$ cat src/rtl/mgmt_i2c_pkg.sv
package mgmt_i2c_pkg;
  localparam int BYTE_W  = 8;
  localparam int HALF_AW = BYTE_W - 1;
  localparam logic [BYTE_W-1:0] PAGE_SEL_ADDR = {1'b0, {HALF_AW{1'b1}}};

  typedef enum logic [3:0] {
    ST_IDLE,
    ST_DEV,
    ST_DEV_ACK,
    ST_WORD,
    ST_WORD_ACK,
    ST_WDATA,
    ST_WDATA_ACK,
    ST_RDATA,
    ST_RACK
  } tgt_state_e;
endpackage

$ cat src/rtl/i2c_line_filter.sv
module i2c_line_filter #(
  parameter int FILT_LEN = 3
) (
  input  logic clk,
  input  logic rst_n,
  input  logic pin,
  output logic level
);
  localparam int CW = $clog2(FILT_LEN + 1);

  logic          s1, s2;
  logic [CW-1:0] run;

  always_ff @(posedge clk or negedge rst_n) begin
    if (!rst_n) begin
      s1    <= 1'b1;
      s2    <= 1'b1;
      run   <= '0;
      level <= 1'b1;
    end else begin
      s1 <= pin;
      s2 <= s1;
      if (s2 == level) begin
        run <= '0;
      end else if (run == CW'(FILT_LEN - 1)) begin
        run   <= '0;
        level <= s2;
      end else begin
        run <= run + 1'b1;
      end
    end
  end
endmodule

$ cat src/rtl/i2c_bus_events.sv
module i2c_bus_events (
  input  logic clk,
  input  logic rst_n,
  input  logic scl_f,
  input  logic sda_f,
  output logic scl_rise,
  output logic scl_fall,
  output logic start_ev,
  output logic stop_ev
);
  logic scl_q, sda_q;

  always_ff @(posedge clk or negedge rst_n) begin
    if (!rst_n) begin
      scl_q <= 1'b1;
      sda_q <= 1'b1;
    end else begin
      scl_q <= scl_f;
      sda_q <= sda_f;
    end
  end

  assign scl_rise = scl_f & ~scl_q;
  assign scl_fall = ~scl_f & scl_q;
  assign start_ev = scl_f & scl_q & sda_q & ~sda_f;
  assign stop_ev  = scl_f & scl_q & ~sda_q & sda_f;
endmodule

$ cat src/rtl/mgmt_addr_ptr.sv
module mgmt_addr_ptr
  import mgmt_i2c_pkg::*;
(
  input  logic              clk,
  input  logic              rst_n,
  input  logic              ld,
  input  logic [BYTE_W-1:0] ld_val,
  input  logic              adv,
  input  logic              pg_we,
  input  logic [BYTE_W-1:0] pg_wdata,
  output logic [BYTE_W-1:0] ptr,
  output logic [BYTE_W-1:0] page
);
  always_ff @(posedge clk or negedge rst_n) begin
    if (!rst_n) begin
      ptr  <= '0;
      page <= '0;
    end else begin
      if (ld)
        ptr <= ld_val;
      else if (adv)
        ptr <= {ptr[BYTE_W-1], ptr[HALF_AW-1:0] + 1'b1};
      if (pg_we)
        page <= pg_wdata;
    end
  end


  half_wrap_chk: assert property (@(posedge clk) disable iff (!rst_n)
    adv && !ld |=> ptr[BYTE_W-1] == $past(ptr[BYTE_W-1]));
endmodule

$ cat src/rtl/mgmt_i2c_target.sv
module mgmt_i2c_target
  import mgmt_i2c_pkg::*;
#(
  parameter logic [6:0] DEV_ID   = 7'h50,
  parameter int         FILT_LEN = 3
) (
  input  logic              clk,
  input  logic              rst_n,
  input  logic              sel_n,
  input  logic              scl_i,
  input  logic              sda_i,
  output logic              sda_pull,
  output logic              reg_valid,
  input  logic              reg_ready,
  output logic              reg_write,
  output logic [BYTE_W-1:0] reg_page,
  output logic [BYTE_W-1:0] reg_addr,
  output logic [BYTE_W-1:0] reg_wdata,
  input  logic [BYTE_W-1:0] reg_rdata
);
  localparam int NLINES = 2;
  localparam int BC_W   = $clog2(BYTE_W + 1);

  logic [NLINES-1:0] raw, filt;
  assign raw = {scl_i, sda_i};

  for (genvar g = 0; g < NLINES; g++) begin : g_line
    i2c_line_filter #(.FILT_LEN(FILT_LEN)) u_filt (
      .clk   (clk),
      .rst_n (rst_n),
      .pin   (raw[g]),
      .level (filt[g])
    );
  end

  logic scl_f, sda_f;
  assign scl_f = filt[1];
  assign sda_f = filt[0];

  logic scl_rise, scl_fall, start_ev, stop_ev;
  i2c_bus_events u_ev (
    .clk      (clk),
    .rst_n    (rst_n),
    .scl_f    (scl_f),
    .sda_f    (sda_f),
    .scl_rise (scl_rise),
    .scl_fall (scl_fall),
    .start_ev (start_ev),
    .stop_ev  (stop_ev)
  );

  tgt_state_e        st;
  logic [BYTE_W-1:0] sh;
  logic [BC_W-1:0]   bitcnt;
  logic              ack_ph;
  logic              rw;
  logic              sda_low;
  logic [BYTE_W-1:0] rd_buf;
  logic              rd_cap;

  logic [BYTE_W-1:0] ptr, page;
  logic              active, last_bit, at_pg;
  logic [BYTE_W-1:0] rx_byte;
  logic              dev_hit, word_done, write_now, fetch_now;

  always_comb begin
    active    = !sel_n && !start_ev && !stop_ev;
    last_bit  = scl_rise && (bitcnt == BC_W'(BYTE_W - 1));
    rx_byte   = {sh[BYTE_W-2:0], sda_f};
    at_pg     = (ptr == PAGE_SEL_ADDR);
    dev_hit   = active && st == ST_DEV && last_bit && sh[6:0] == DEV_ID;
    word_done = active && st == ST_WORD && last_bit;
    write_now = active && st == ST_WDATA && last_bit;
    fetch_now = active && scl_rise &&
                ((st == ST_DEV_ACK && rw && ack_ph) || (st == ST_RACK && !sda_f));
  end

  mgmt_addr_ptr u_ptr (
    .clk      (clk),
    .rst_n    (rst_n),
    .ld       (word_done),
    .ld_val   (rx_byte),
    .adv      (fetch_now || write_now),
    .pg_we    (write_now && at_pg),
    .pg_wdata (rx_byte),
    .ptr      (ptr),
    .page     (page)
  );

  // bus-side sequencer
  always_ff @(posedge clk or negedge rst_n) begin
    if (!rst_n) begin
      st      <= ST_IDLE;
      sh      <= '0;
      bitcnt  <= '0;
      ack_ph  <= 1'b0;
      rw      <= 1'b0;
      sda_low <= 1'b0;
    end else if (sel_n || stop_ev) begin
      st      <= ST_IDLE;
      sda_low <= 1'b0;
    end else if (start_ev) begin
      st      <= ST_DEV;
      bitcnt  <= '0;
      sda_low <= 1'b0;
    end else begin
      unique case (st)
        ST_DEV, ST_WORD, ST_WDATA: begin
          if (scl_rise) begin
            sh     <= rx_byte;
            bitcnt <= bitcnt + 1'b1;
            if (last_bit) begin
              bitcnt <= '0;
              ack_ph <= 1'b0;
              case (st)
                ST_DEV: begin
                  st <= dev_hit ? ST_DEV_ACK : ST_IDLE;
                  rw <= sda_f;
                end
                ST_WORD: st <= ST_WORD_ACK;
                default: st <= ST_WDATA_ACK;
              endcase
            end
          end
        end
        ST_DEV_ACK, ST_WORD_ACK, ST_WDATA_ACK: begin
          if (scl_fall) begin
            if (!ack_ph) begin
              sda_low <= 1'b1;
              ack_ph  <= 1'b1;
            end else begin
              sda_low <= 1'b0;
              bitcnt  <= '0;
              if (st == ST_DEV_ACK && rw) begin
                sh      <= rd_buf;
                sda_low <= ~rd_buf[BYTE_W-1];
                st      <= ST_RDATA;
              end else if (st == ST_DEV_ACK) begin
                st <= ST_WORD;
              end else begin
                st <= ST_WDATA;
              end
            end
          end
        end
        ST_RDATA: begin
          if (scl_rise) begin
            bitcnt <= bitcnt + 1'b1;
          end else if (scl_fall) begin
            if (bitcnt == BC_W'(BYTE_W)) begin
              sda_low <= 1'b0;
              ack_ph  <= 1'b0;
              st      <= ST_RACK;
            end else begin
              sh      <= sh << 1;
              sda_low <= ~sh[BYTE_W-2];
            end
          end
        end
        ST_RACK: begin
          if (scl_rise) begin
            if (sda_f) st <= ST_IDLE;
            else       ack_ph <= 1'b1;
          end else if (scl_fall && ack_ph) begin
            sh      <= rd_buf;
            sda_low <= ~rd_buf[BYTE_W-1];
            bitcnt  <= '0;
            st      <= ST_RDATA;
          end
        end
        default: st <= ST_IDLE;
      endcase
    end
  end

  // register-port request channel
  always_ff @(posedge clk or negedge rst_n) begin
    if (!rst_n) begin
      reg_valid <= 1'b0;
      reg_write <= 1'b0;
      reg_page  <= '0;
      reg_addr  <= '0;
      reg_wdata <= '0;
      rd_cap    <= 1'b0;
      rd_buf    <= '0;
    end else begin
      rd_cap <= reg_valid && reg_ready && !reg_write;
      if (reg_valid && reg_ready)
        reg_valid <= 1'b0;
      if ((fetch_now || write_now) && !at_pg) begin
        reg_valid <= 1'b1;
        reg_write <= write_now;
        reg_addr  <= ptr;
        reg_page  <= ptr[BYTE_W-1] ? page : '0;
        reg_wdata <= rx_byte;
      end
      if (rd_cap)
        rd_buf <= reg_rdata;
      else if (fetch_now && at_pg)
        rd_buf <= page;
    end
  end

  assign sda_pull = sda_low;


  desel_release_chk: assert property (@(posedge clk) disable iff (!rst_n)
    sel_n |=> !sda_pull);


  start_release_chk: assert property (@(posedge clk) disable iff (!rst_n)
    start_ev |=> !sda_pull);


  pull_on_low_scl_chk: assert property (@(posedge clk) disable iff (!rst_n)
    $rose(sda_pull) |-> !$past(scl_f));


  req_hold_chk: assert property (@(posedge clk) disable iff (!rst_n)
    reg_valid && !reg_ready |=> reg_valid && $stable(reg_addr) &&
      $stable(reg_write) && $stable(reg_wdata) && $stable(reg_page));


  page_sel_local_chk: assert property (@(posedge clk) disable iff (!rst_n)
    reg_valid |-> reg_addr != PAGE_SEL_ADDR);
endmodule

$ cat config.mk
export PLATFORM = sky130hd
export DESIGN_NAME = mgmt_i2c_target
export DESIGN_NICKNAME = d
export VERILOG_FILES = /design/src/rtl/mgmt_i2c_pkg.sv /design/src/rtl/i2c_line_filter.sv /design/src/rtl/i2c_bus_events.sv /design/src/rtl/mgmt_addr_ptr.sv /design/src/rtl/mgmt_i2c_target.sv
export SDC_FILE = /design/constraint.sdc
export NUM_CORES = 1
export LEC_CHECK = 0
export BUFFER_PORTS_ARGS = -buffer_cell sky130_fd_sc_hd__buf_2
export CAP_MARGIN = 20
export CORE_UTILIZATION = 45
export DETAILED_ROUTE_END_ITERATION = 7
export GPL_TIMING_DRIVEN = 0
export PLACE_DENSITY = 0.62
export SYNTH_ARGS = -nofsm -noshare
export SYNTH_HDL_FRONTEND = slang
export SYNTH_HIERARCHICAL = 1
export SYNTH_SLANG_ARGS = --single-unit
$ cat constraint.sdc
create_clock -name clk -period 6.1 [get_ports clk]
set_input_delay 0.915 -clock clk [delete_from_list [all_inputs] [get_ports clk]]
set_output_delay 0.915 -clock clk [all_outputs]
set_load 0.005 [all_outputs]
# [After elaboration in Yosys (flattened, before gate mapping)]
# Cells that the tools add are included.
[word_totals] word_cells=206 inputBits=14 regBits=81 out_inout_bits=27
[classes] add_sub_neg=4 n_mux=67 n_bitwise=17 eq_ne=46 n_reduce_logical=46
[ops] cell="$mux 4" n=20
[ops] cell="$mux 7" n=10
[ops] cell="$mux 8" n=4
[ops] cell="$pmux 4 s4" n=2
[ops] cell="$ne 4x4->1 const B" n=7
[ops] cell="$pmux 7 s4" n=1
[ops] cell="$ne 2x2->1 const B" n=12
[ops] cell="$logic_and 1x1->1" n=21
[ops] cell="$eq 4x3->1 const B" n=5
[ops] cell="$mux 1" n=20
[ops] cell="$ne 3x3->1 const B" n=5
[ops] cell="$reduce_and 12->1" n=1
[ops] cell="$reduce_and 6->1" n=2
[ops] cell="$reduce_and 11->1" n=1
[ops] cell="$mux 2" n=5
[ops] cell="$ne 5x3->1 const B" n=2
[ops] cell="$not 1->1" n=10
[ops] cell="$reduce_bool 5->1" n=2
[ops] cell="$reduce_and 9->1" n=1
[ops] cell="$eq 4x2->1 const B" n=2
[ops] cell="$eq 4x4->1 const B" n=2
[ops] cell="$eq 8x7->1 const B" n=1
[ops] cell="$reduce_and 8->1" n=1
[ops] cell="$add 7x1->7 const B" n=1
[ops] cell="21 further kinds" n=42

# [Longest topological paths before layout]
# Gate-level depths: netlist (run 1).
[depth] depth_word=16 mapped_depth=9 depth_no_buf=8

# [Hierarchy]
# The synthesis (run 1) kept the hierarchy.
[by_module_without_submodules] module="mgmt_i2c_target" instances=1 cells_per_inst=268 area_per_inst_um2=2959.1
[by_module_without_submodules] module="mgmt_addr_ptr" instances=1 cells_per_inst=60 area_per_inst_um2=718.2
[by_module_without_submodules] module="i2c_line_filter" instances=2 cells_per_inst=10 area_per_inst_um2=178.9
[by_module_without_submodules] module="i2c_bus_events" instances=1 cells_per_inst=6 area_per_inst_um2=85.1

# [Worst setup path before layout (run 1)]
# OpenSTA, ideal clock, no wires.
[synth_timing] path_kind="register -> register" from="register g_line[0].u_filt.level" to="register u_ptr.page[0]" n_path_buf=1 path_stages_with_launch=8 t_required_ns=5.975 path_slack_ns=3.335 synth_period_minus_slack_ns=2.765 t_arrival_ns=2.640 path_cell_list="dfstp_2 -> and4b_1 -> or3_4 -> nor4_1 -> nand2_1 -> nor3_1 -> clkbuf_1 -> mux2_2"
[synth_between] elab_chain_cells=8 word_cells_on_any_way=10 cone_classes="bitwise: 3; reduce/logical: 7"
[synth_rtl] element="start, declared" line="i2c_line_filter.sv:7" text="output logic level"
[synth_rtl] element="start signal, assigned" line="i2c_line_filter.sv:19" text="level <= 1'b1;"
[synth_rtl] element="start signal, assigned" line="i2c_line_filter.sv:27" text="level <= s2;"
[synth_rtl] element="$not 1->1" line="i2c_bus_events.sv:25" text="assign start_ev = scl_f & scl_q & sda_q & ~sda_f;"
[synth_rtl] element="$and 1x1->1" line="i2c_bus_events.sv:25"
[synth_rtl] element="via start_ev" line="mgmt_i2c_target.sv:40" text="logic scl_rise, scl_fall, start_ev, stop_ev;"
[synth_rtl] element="$logic_not 1->1" line="mgmt_i2c_target.sv:67" text="active = !sel_n && !start_ev && !stop_ev;"
[synth_rtl] element="$logic_and 1x1->1 (2 in a row)" line="mgmt_i2c_target.sv:67"
[synth_rtl] element="$logic_and 1x1->1 (2 in a row)" line="mgmt_i2c_target.sv:73" text="write_now = active && st == ST_WDATA && last_bit;"
[synth_rtl] element="$logic_and 1x1->1" line="mgmt_i2c_target.sv:84" text=".pg_we (write_now && at_pg),"
[synth_rtl] element="end signal, assigned" line="mgmt_addr_ptr.sv:24" text="page <= pg_wdata;"
[synth_rtl] element="end, declared" line="mgmt_addr_ptr.sv:12" text="output logic [BYTE_W-1:0] page"
# The timed path passes the listed nets, and every way through them passes these cells.
# A chain may end at the register's enable or synchronous reset.

# [Final worst setup path (run 1)]
[layout_timing] from="register g_line[0].u_filt.level" to="register u_ptr.page[7]"
# Same word-level chain as after synthesis.

==> run_results.csv, run 1 <==
group,metric,value,unit
cells_and_area,antenna_cells,0,
timing,finClkSkew,0.0129,ns
routing,drc,2,
yosys,syn-num-nets,371,
yosys,yosysWarnings,6,
setup_path,critPathBufInv,1,
setup_path,critical_path.max_stage_delay,0.71,ns
yosys,synth_seq_cells,81,
clocking,post-cts-setup-buffers,0,
timing,setup_tns,0,ns
setup_path,required,6.34,ns
die,pin_count,41,
clocking,cts_buffers,9,
routing,firstDrtPassIters,6,
timing,setup-violations-final,0,
setup_path,critPathArrivalTime,3.70,ns
yosys,ys_types,65,
die,die_x,97.7,µm
yosys,yosysTopAreaCell,"dfrtp_1",
place,portBuffers,40,
clocking,clkSinkCount,81,
timing,period_share,0.567,
timing,slew_headroom,0.432,
setup_path,critPathKind,"flip-flop to flip-flop",
global_routing,grt_max_degree,67,
cells_and_area,drive_gt1_frac,0.342,
timing,rsz0062_at_grt,"false",
yosys,avgSynthCellArea,11.6,µm²
hold_path,hp-class,"flip-flop to flip-flop",
timing,hold_viol,0,
power_and_ir_drop,pwr_density_cell,285,nW/µm²
global_routing,grt_use_total,0.199,
yosys,async_flop_share,1.00,
routing,drtAntennaViolNets,0,
timing,tightest_slew,0.841,ns
die,die_h,97.7,µm
status,outcome,"complete, but fails checks",
clocking,cts.clk_slew.worst_paths,0.09,ns
cells_and_area,fin_nets,424,
clocking,cts_tree,"built",
global_routing,grt_pass1_vias,2894,
timing,fin_crit,3.46,ns
clocking,cts-root-buf,"clkbuf_8",
yosys,yosysSeqAreaShare,0.494,
status,violations,"design-rule violations",
yosys,synth_most_common_cell,"dfrtp_1",
timing,fmax,289,MHz
clocking,cts_hold_buf,0,
die,num_rows,34,
clocking,clkLatencyLatePin,0.35,ns
job,drv_cap,0,
timing,slew_violations,0,
setup_path,cp-start-kind,"flip-flop",
routing,wl_per_cell,16.8,µm
setup_path,path_max_fanout,12,
die,start_util,0.468,
global_routing,grt_first_pass_wirelength,14900,µm
setup_path,cp-end-kind,"flip-flop",
routing,first_iter_violations,152,
power_and_ir_drop,max-vdd-ir-drop,0.170,mV
power_and_ir_drop,power_leakage,2.23,nW
yosys,synthFlopType,"dfrtp_1",
cells_and_area,area_delta_synth_final,14.1,%
timing,hold_slack,0.364,ns
place,place_congestion,0.909,
clocking,cts.path.max_buffers,2,
routing,routed_wl,8740,µm
die,die_area,9540,µm²
routing,vias_per_cell,5.65,
die,coreArea,8810,µm²
yosys,syn_inst,354,
routing,vias,2936,
yosys,synth_edf_count,0,
yosys,yosys-top-cells-count,"dfrtp_1 (73), mux2_2 (42), nand2_1 (29), nor2_1 (16), o21ai_0 (14)",
setup_path,cp_top_family,"simple AND/OR/NAND/NOR gates",
setup_path,critical_path.cell_chain,"and4b_1 > or3_4 > nor4_1 > nand2_1 > nor3_1 > clkbuf_1 > mux2_2",
yosys,synth.top_cell.area_share,0.443,
global_routing,grt-ovfl-total,0,
clocking,cts_max_level,3,
yosys,syn_area,4120,µm²
yosys,synth.area.top_cells,"dfrtp_1 (44%), mux2_2 (11%), dfstp_2 (5.1%)",
place,hpwlAfterDp,6130,µm
setup_path,slowest_stage,"dfstp_2",
clocking,cts.repair.resized,0,
global_routing,antenna_found_initial,0,
==> layout make-up <==
| cell class | instances | area [µm²] |
|---|---|---|
| tap | 108 | 135 |
| clock inverter | 6 | 72.6 |
| timing repair buffer | 42 | 235 |
| fill | 801 | 4110 |
| buffer | 18 | 93.8 |
| clock buffer | 10 | 138 |
| inverter | 11 | 41.3 |
| multi-input combinational | 244 | 1950 |
| sequential | 81 | 2040 |
==> metrics by stage <==
step                      setup slack [ns]  cells  power [mW]   util  cell area [µm²]
final                                 2.64    520        1.34  0.534             4700
after global routing                  2.42    520        1.41  0.534             4700
after global placement                2.75    502       0.925  0.506             4460
after CTS                             2.64    520        1.35  0.534             4700
after floorplan                       3.33    354       0.848      -             4120
after detailed placement              2.67    504       0.935  0.510             4490
==> routing by layer <==
layer  part of all wire  wire length (µm)  track usage  vias to the layer above
met5                  0                 0            0                        -
met4              0.010                87       0.0653                        0
met3              0.041               358       0.0374                        8
met2               0.46              4020        0.306                       68
met1               0.49              4270        0.284                     1459
li1                   -                 -            -                     1401
==> worst reg2reg max path, stage by stage (launching register included) <==
cell,delay [ns]
dfstp_2,0.71
and4b_1,0.33
or3_4,0.46
nor4_1,0.45
nand2_1,0.26
nor3_1,0.31
clkbuf_1,0.44
mux2_2,0.39
==> sequential cells by signal, indices dropped and copies added (netlist names), 2 cells and up <==
register and cells:
g_line.u_filt/level 2, reg_wdata 8, reg_page 8, st 4
u_ptr/ptr 8, sh 7, g_line.u_filt/s2 2, g_line.u_filt/s1 2
rd_buf 8, u_ptr/page 8, reg_addr 8, g_line.u_filt/run 4
bitcnt 4
==> cell usage in the layout, fill, tap and decap left out, types with 5 or more instances in the layout <==
cell type | synthesis | layout
clkbuf_8 | 0 | 10
mux2_4 | 12 | 12
dfstp_2 | 8 | 8
nand2_1 | 29 | 29
nor2b_1 | 11 | 11
o21ai_0 | 14 | 14
dfrtp_1 | 73 | 73
buf_2 | 3 | 43
mux2i_1 | 8 | 8
nor2_1 | 16 | 16
clkbuf_1 | 10 | 10
mux2_2 | 42 | 42
nor3_1 | 5 | 5
inv_1 | 11 | 11
nand3_1 | 9 | 9
a22o_1 | 9 | 9
==> logic make-up after synthesis <==
logic type | Yosys count | synth area share
simple gates | 112 | 0.166
flops | 81 | 0.494
mux | 62 | 0.178
compound gates | 61 | 0.107
buf+inv | 29 | 0.0328
xor+xnor | 6 | 0.0128
fa+ha+maj | 3 | 0.00911
==> where the power goes <==
part           internal (mW)  total (mW)  switching [mW]
combinational          0.116       0.245           0.129
sequential             0.603       0.678          0.0756
clock                  0.206       0.414           0.208
==> final timing paths <==
kind | depth (start not counted) | slack, ns | start | endpoint
setup / recovery | 7 | 2.64 | g_line[0].u_filt/level | u_ptr/page[7]
hold reg to reg | 0 | 0.36 | g_line[0].u_filt/s1 | g_line[0].u_filt/s2
hold / removal | 0 | 0.36 | g_line[0].u_filt/s1 | g_line[0].u_filt/s2
max in group asynchronous | 2 | 5.08 | rst_n | g_line[0].u_filt/level
setup reg to reg | 7 | 2.64 | g_line[0].u_filt/level | u_ptr/page[7]
min in group asynchronous | 1 | 0.42 | rst_n | sda_pull
No activity file was read; power rests on OpenSTA's default activity.
==> inputs of run 2 (changes only) <==
Settings changed: ABC_AREA from default to 1, PLACE_DENSITY 0.62 to 0.65.
Clock period 6.1 ns to 2.8 ns, I/O delays scaled along.
==> run_results.csv, run 2 <==
group,metric,value,unit
status,outcome,"completed",
yosys,syn-num-nets,554,
global_routing,use_met3,0.0446,
global_routing,grt_max_degree,66,
power_and_ir_drop,p_sw,1.09,mW
cells_and_area,antenna_cells,0,
yosys,synth_seq_cells,81,
yosys,yosys-top-cells-count,"nand2_1 (195), dfrtp_1 (73), inv_1 (54), nand3_1 (46), nor2_1 (34)",
timing,setup-violations-final,0,
setup_path,timing.rr.end,"u_ptr/page[3]",
yosys,async_flop_share,1.00,
timing,rsz0062_at_grt,"false",
timing,setup_tns,0,ns
power_and_ir_drop,power_frac_comb,0.221,
setup_path,path_max_fanout,8,
routing,wl_per_cell,13.0,µm
cells_and_area,mostFrequentLayoutCell,"nand2_1",
routing,first_iter_violations,182,
power_and_ir_drop,pwr_density_cell,633,nW/µm²
timing,tightest_slew,0.454,ns
clocking,cts.path.max_buffers,2,
power_and_ir_drop,pwr-share-seq,0.484,
timing,fmax,414,MHz
clocking,cts_buffers,9,
hold_path,hold_path_depth,1,
routing,vias,3547,
yosys,synth_most_common_cell,"nand2_1",
clocking,cts-root-buf,"clkbuf_8",
timing,finClkSkew,0.0104,ns
die,pin_count,41,
power_and_ir_drop,power_switching_share,0.351,
yosys,synth_edf_count,0,
routing,firstDrtPassIters,4,
cells_and_area,final_cells,724,
cells_and_area,layout_common_cells,"nand2_1 (195), dfrtp_1 (73), inv_1 (54), nand3_1 (46), buf_2 (41)",
setup_path,critPathLaunch,"g_line[1].u_filt/level",
routing,drtAntennaViolNets,0,
setup_path,required,3.04,ns
yosys,syn_inst,537,
die,die_h,99.9,µm
global_routing,grt-ovfl-total,0,
hold_path,hold_path_end,"g_line[1].u_filt/s1",
die,coreArea,9240,µm²
yosys,yosysTopAreaCell,"dfrtp_1",
timing,period_share,0.863,
routing,vias_per_cell,4.90,
die,num_rows,35,
setup_path,reg2reg_depth,10,
setup_path,cp-start-kind,"flip-flop",
clocking,cts_tree,"built",
power_and_ir_drop,max-vdd-ir-drop,0.403,mV
setup_path,critical_path.max_stage_delay,0.59,ns
die,die_x,99.9,µm
yosys,yosysSeqAreaShare,0.473,
setup_path,slowest_stage,"dfstp_2",
cells_and_area,drive_gt1_frac,0.213,
job,drv_cap,0,
power_and_ir_drop,power_leakage,2.59,nW
global_routing,grt_pass1_vias,3411,
yosys,synthFlopType,"dfrtp_1",
place,portBuffers,40,
yosys,yosysWarnings,6,
place,dp_cells,707,
die,die_area,9970,µm²
yosys,synth.area.top_cells,"dfrtp_1 (42%), nand2_1 (17%), nand3_1 (5.3%)",
clocking,cts.clk_slew.worst_paths,0.09,ns
clocking,cts.repair.resized,0,
global_routing,globalRoute.busiestLayer,"met2",
cells_and_area,fill_cells,873,
routing,drc,0,
timing,hold_viol,0,
hold_path,hp-class,"input pin to flip-flop",
yosys,ys_types,32,
global_routing,gr-usage-met1,0.270,
timing,hold_slack,0.147,ns
power_and_ir_drop,p_clk_frac,0.294,
setup_path,r2r_slack,0.38,ns
global_routing,grt_use_total,0.207,
hold_path,holdCritStartpoint,"scl_i",
clocking,clkSinkCount,81,
yosys,avgSynthCellArea,8.02,µm²
timing,fin_crit,2.42,ns
power_and_ir_drop,p_int,2.02,mW
place,hpwlAfterDp,6990,µm
global_routing,antenna_found_initial,0,
timing,slew_violations,0,
setup_path,critical_path.cell_chain,"inv_1 > nor2_1 > inv_2 > nor2_2 > nand2_1 > nor2_2 > nand2_1 > nor2_1 > buf_2 > mux2_1",
setup_path,r2r-start,"g_line[1].u_filt/level",
yosys,syn_area,4310,µm²
global_routing,grt_first_pass_wirelength,16100,µm
setup_path,critPathKind,"flip-flop to flip-flop",
place,place_congestion,0.910,
timing,slew_headroom,0.696,
die,start_util,0.466,
cells_and_area,area_delta_synth_final,14.2,%
yosys,synth.top_cell.area_share,0.424,
setup_path,cp-end-kind,"flip-flop",
clocking,cts_max_level,3,
clocking,clkLatencyLatePin,0.36,ns
global_routing,use_met2,0.344,
setup_path,critPathArrivalTime,2.65,ns
routing,routed_wl,9400,µm
cells_and_area,fin_nets,607,
run 2: changes by cell type after synthesis, sizes merged, moves of 9 or more:
cell | previous run | this run
nand2 | 29 | 211
inv | 11 | 59
nor2b | 13 | 0
a22o | 9 | 0
mux2 | 54 | 8
nand3 | 10 | 49
o21ai | 18 | 45
nor2 | 16 | 48
run 2: layout make-up:
class                   count  area [µm²]  area share
flip-flops and latches     81        2040       0.414
multi-input cells         384        1940       0.395
repair buffers             42         240      0.0488
inverters                  61         234      0.0475
well taps                 129         161      0.0328
clock buffers              10         138      0.0280
plain buffers              11        93.8      0.0191
clock inverters             6        72.6      0.0147
run 2: kinds of logic after synthesis:
| kind of cell | count (synthesis) | synth area share |
|---|---|---|
| AO/OA/AOI/OAI | 59 | 0.0883 |
| XOR/XNOR | 2 | 0.00407 |
| adder cells (fa/ha/maj) | 3 | 0.00871 |
| buffers and inverters | 72 | 0.0761 |
| flip-flops | 81 | 0.473 |
| multiplexers | 8 | 0.0209 |
| AND/OR/NAND/NOR | 312 | 0.329 |
run 2: critical path, delay by kind of cell (launching register included):
family                 cells  cell delay [ns]
buffers and inverters      3             0.39
multiplexers               1             0.34
AND/OR/NAND/NOR            6             0.97
flip-flops                 1             0.59
run 2: per-stage QoR:
| stage | area, µm² | setup WS (ns) | total power, mW | utilization |
|---|---|---|---|---|
| 2_1_floorplan | 4310 | 0.763 | 2.00 | - |
| 3_3_place_gp | 4670 | 0.440 | 2.20 | 0.505 |
| 3_5_place_dp | 4700 | 0.442 | 2.23 | 0.509 |
| 4_1_cts | 4920 | 0.414 | 3.15 | 0.533 |
| 5_1_grt | 4920 | 0.179 | 3.31 | 0.533 |
| 6_report | 4920 | 0.383 | 3.12 | 0.533 |
run 2: power by group through the flow:
stage	registers (mW)	clock network, mW	logic (mW)
floorplan	1.47	0	0.526
detailed placement	1.53	0	0.692
finish	1.51	0.917	0.690
CTS	1.51	0.941	0.699
global placement	1.53	0	0.667
global route	1.53	0.983	0.802
run 2: how the worst max path moves through the flow:
stage / endpoint / cells after the start
6_report: u_ptr/page[3] / 10
3_3_place_gp: u_ptr/page[4] / 10
2_1_floorplan: u_ptr/page[0] / 10
5_1_grt: reg_addr[4] / 11
3_5_place_dp: u_ptr/page[0] / 10
4_1_cts: u_ptr/page[4] / 10
run 2: routing by layer:
metal / vias to the layer above / wire (µm)
li1: 1798 / -
met4: 0 / 92
met2: 97 / 4460
met1: 1642 / 4370
met3: 10 / 472
met5: - / 0
run 2: timing repair:
| item | 4_1_cts | 5_1_grt |
|---|---|---|
| hold endpoints to repair | 16 | 0 |
| setup endpoints to repair | 0 | 0 |
| hold buffers | 1 | 0 |
| setup buffers | 0 | 0 |
==> inputs of run 3 (changes only) <==
Settings changed: ABC_AREA 1 to default.
==> run_results.csv, run 3 (synthesis gave the netlist of run 1 again) <==
group,metric,value,unit
status,violations,"design-rule violations",
cells_and_area,finalInstanceArea,4750,µm²
job,drv_cap,0,
clocking,clkSinkCount,81,
routing,wl_per_cell,17.1,µm
timing,tightest_slew,0.813,ns
timing,setup_tns,0,ns
clocking,cts_tree,"built",
timing,period_share,0.936,
setup_path,critPathArrivalTime,2.86,ns
timing,hold_viol,0,
place,dp_cells,504,
die,die_x,97.7,µm
setup_path,required,3.04,ns
global_routing,grt_use_total,0.203,
timing,setup-violations-final,0,
clocking,cts-root-buf,"clkbuf_8",
cells_and_area,final_cells,524,
place,portBuffers,40,
timing,fmax,382,MHz
place,placed_area,4500,µm²
place,place_congestion,0.882,
routing,drtAntennaViolNets,0,
cells_and_area,post-route-util,0.540,
status,outcome,"complete, but fails checks",
die,start_util,0.468,
routing,top_layer,"met4",
setup_path,critPathKind,"flip-flop to flip-flop",
timing,slew_headroom,0.455,
timing,fin_ws,0.180,ns
global_routing,grt_first_pass_wirelength,15200,µm
die,die_h,97.7,µm
power_and_ir_drop,max-vdd-ir-drop,0.376,mV
power_and_ir_drop,p_total,2.89,mW
setup_path,reg2reg_depth,6,
global_routing,grt_pass1_vias,2915,
setup_path,path_max_fanout,7,
routing,met3_length,434,µm
routing,first_iter_violations,254,
routing,vias,3026,
clocking,clkLatencyLatePin,0.36,ns
timing,slew_violations,0,
place,hpwlAfterDp,6190,µm
global_routing,antenna_found_initial,0,
setup_path,cp-start-kind,"flip-flop",
setup_path,cp-end-kind,"flip-flop",
routing,routed_wl,8960,µm
routing,drc,2,
timing,fin_crit,2.62,ns
place,pre_cts_ws,-0.563,ns
clocking,cts.path.max_buffers,2,
cells_and_area,fill_cells,756,
global_routing,grt_max_degree,65,
timing,hold_slack,0.156,ns
die,die_area,9540,µm²
global_routing,grt-ovfl-total,0,
cells_and_area,antenna_cells,0,
timing,finClkSkew,0.0154,ns
die,coreArea,8810,µm²
routing,wl_met2,4170,µm
cells_and_area,layout_common_cells,"dfrtp_1 (73), buf_2 (42), mux2_2 (42), nand2_1 (28), nor2_1 (16)",
hold_path,hp-class,"input pin to flip-flop",
power_and_ir_drop,power_leakage,2.25,nW
cells_and_area,mostFrequentLayoutCell,"dfrtp_1",
cells_and_area,fin_nets,428,
clocking,cts.clk_slew.worst_paths,0.08,ns
routing,vias_per_cell,5.77,
die,pin_count,41,
clocking,cts_max_level,3,
routing,firstDrtPassIters,7,
die,num_rows,34,
cells_and_area,area_delta_synth_final,15.4,%
hold_path,hold_path_depth,1,
routing,wl_met1,4240,µm
power_and_ir_drop,pwr_density_cell,608,nW/µm²
cells_and_area,drive_gt1_frac,0.356,
clocking,cts_buffers,9,
## run 3: cell types whose count changed in the layout (fill, tap and decap cells not counted), sizes merged, moves of 8 or more
cell,previous run,this run
mux2i,0,8
nor2b,0,13
clkbuf,13,21
nand2,211,29
inv,62,12
nand3,49,10
a22o,0,9
o21ai,45,18
mux2,8,54
nor2,48,16
## run 3: final cells by class
type | count | area, µm² | share of cell area
clock buffers | 11 | 131 | 0.0276
well taps | 108 | 135 | 0.0284
multi-input cells | 244 | 1980 | 0.416
plain buffers | 18 | 98.8 | 0.0208
inverters | 11 | 41.3 | 0.00869
repair buffers | 46 | 274 | 0.0576
flip-flops and latches | 81 | 2040 | 0.429
clock inverters | 5 | 56.3 | 0.0118
## run 3: what timing repair did
action,CTS,global route
hold endpoints to repair,15,0
endpoints found under the setup margin,40,40
gates resized for setup,6,4
hold buffers,1,0
pin swaps,0,2
buffers inserted,1,2
## run 3: where the power goes
part | switching (mW) | internal [mW]
sequential | 0.144 | 1.31
clock | 0.430 | 0.413
combinational | 0.316 | 0.273
## run 3: final timing paths
check	startpoint	end	slack [ns]
hold reg to reg	g_line[0].u_filt/s1	g_line[0].u_filt/s2	0.36
setup / recovery	u_ev/scl_q	sh[6]	0.18
setup reg to reg	u_ev/scl_q	sh[6]	0.18
hold / removal	scl_i	g_line[1].u_filt/s1	0.16
min in group asynchronous	rst_n	reg_addr[5]	0.46
max in group asynchronous	rst_n	g_line[1].u_filt/level	1.68
## run 3: layer usage
| metal | GRT usage | vias to the layer above |
|---|---|---|
| li1 | - | 1418 |
| met1 | 0.288 | 1507 |
| met2 | 0.313 | 92 |
| met3 | 0.0432 | 9 |
| met4 | 0.0629 | 0 |
| met5 | 0 | - |
## run 3: worst max-delay path, cell delays in order, from the launching register on
cell and delay, ns:
dfstp_2 0.57, nor2b_1 0.46, inv_1 0.16, nor2_1 0.11, a21boi_0 0.15, nor4b_4 0.65, mux2_2 0.40
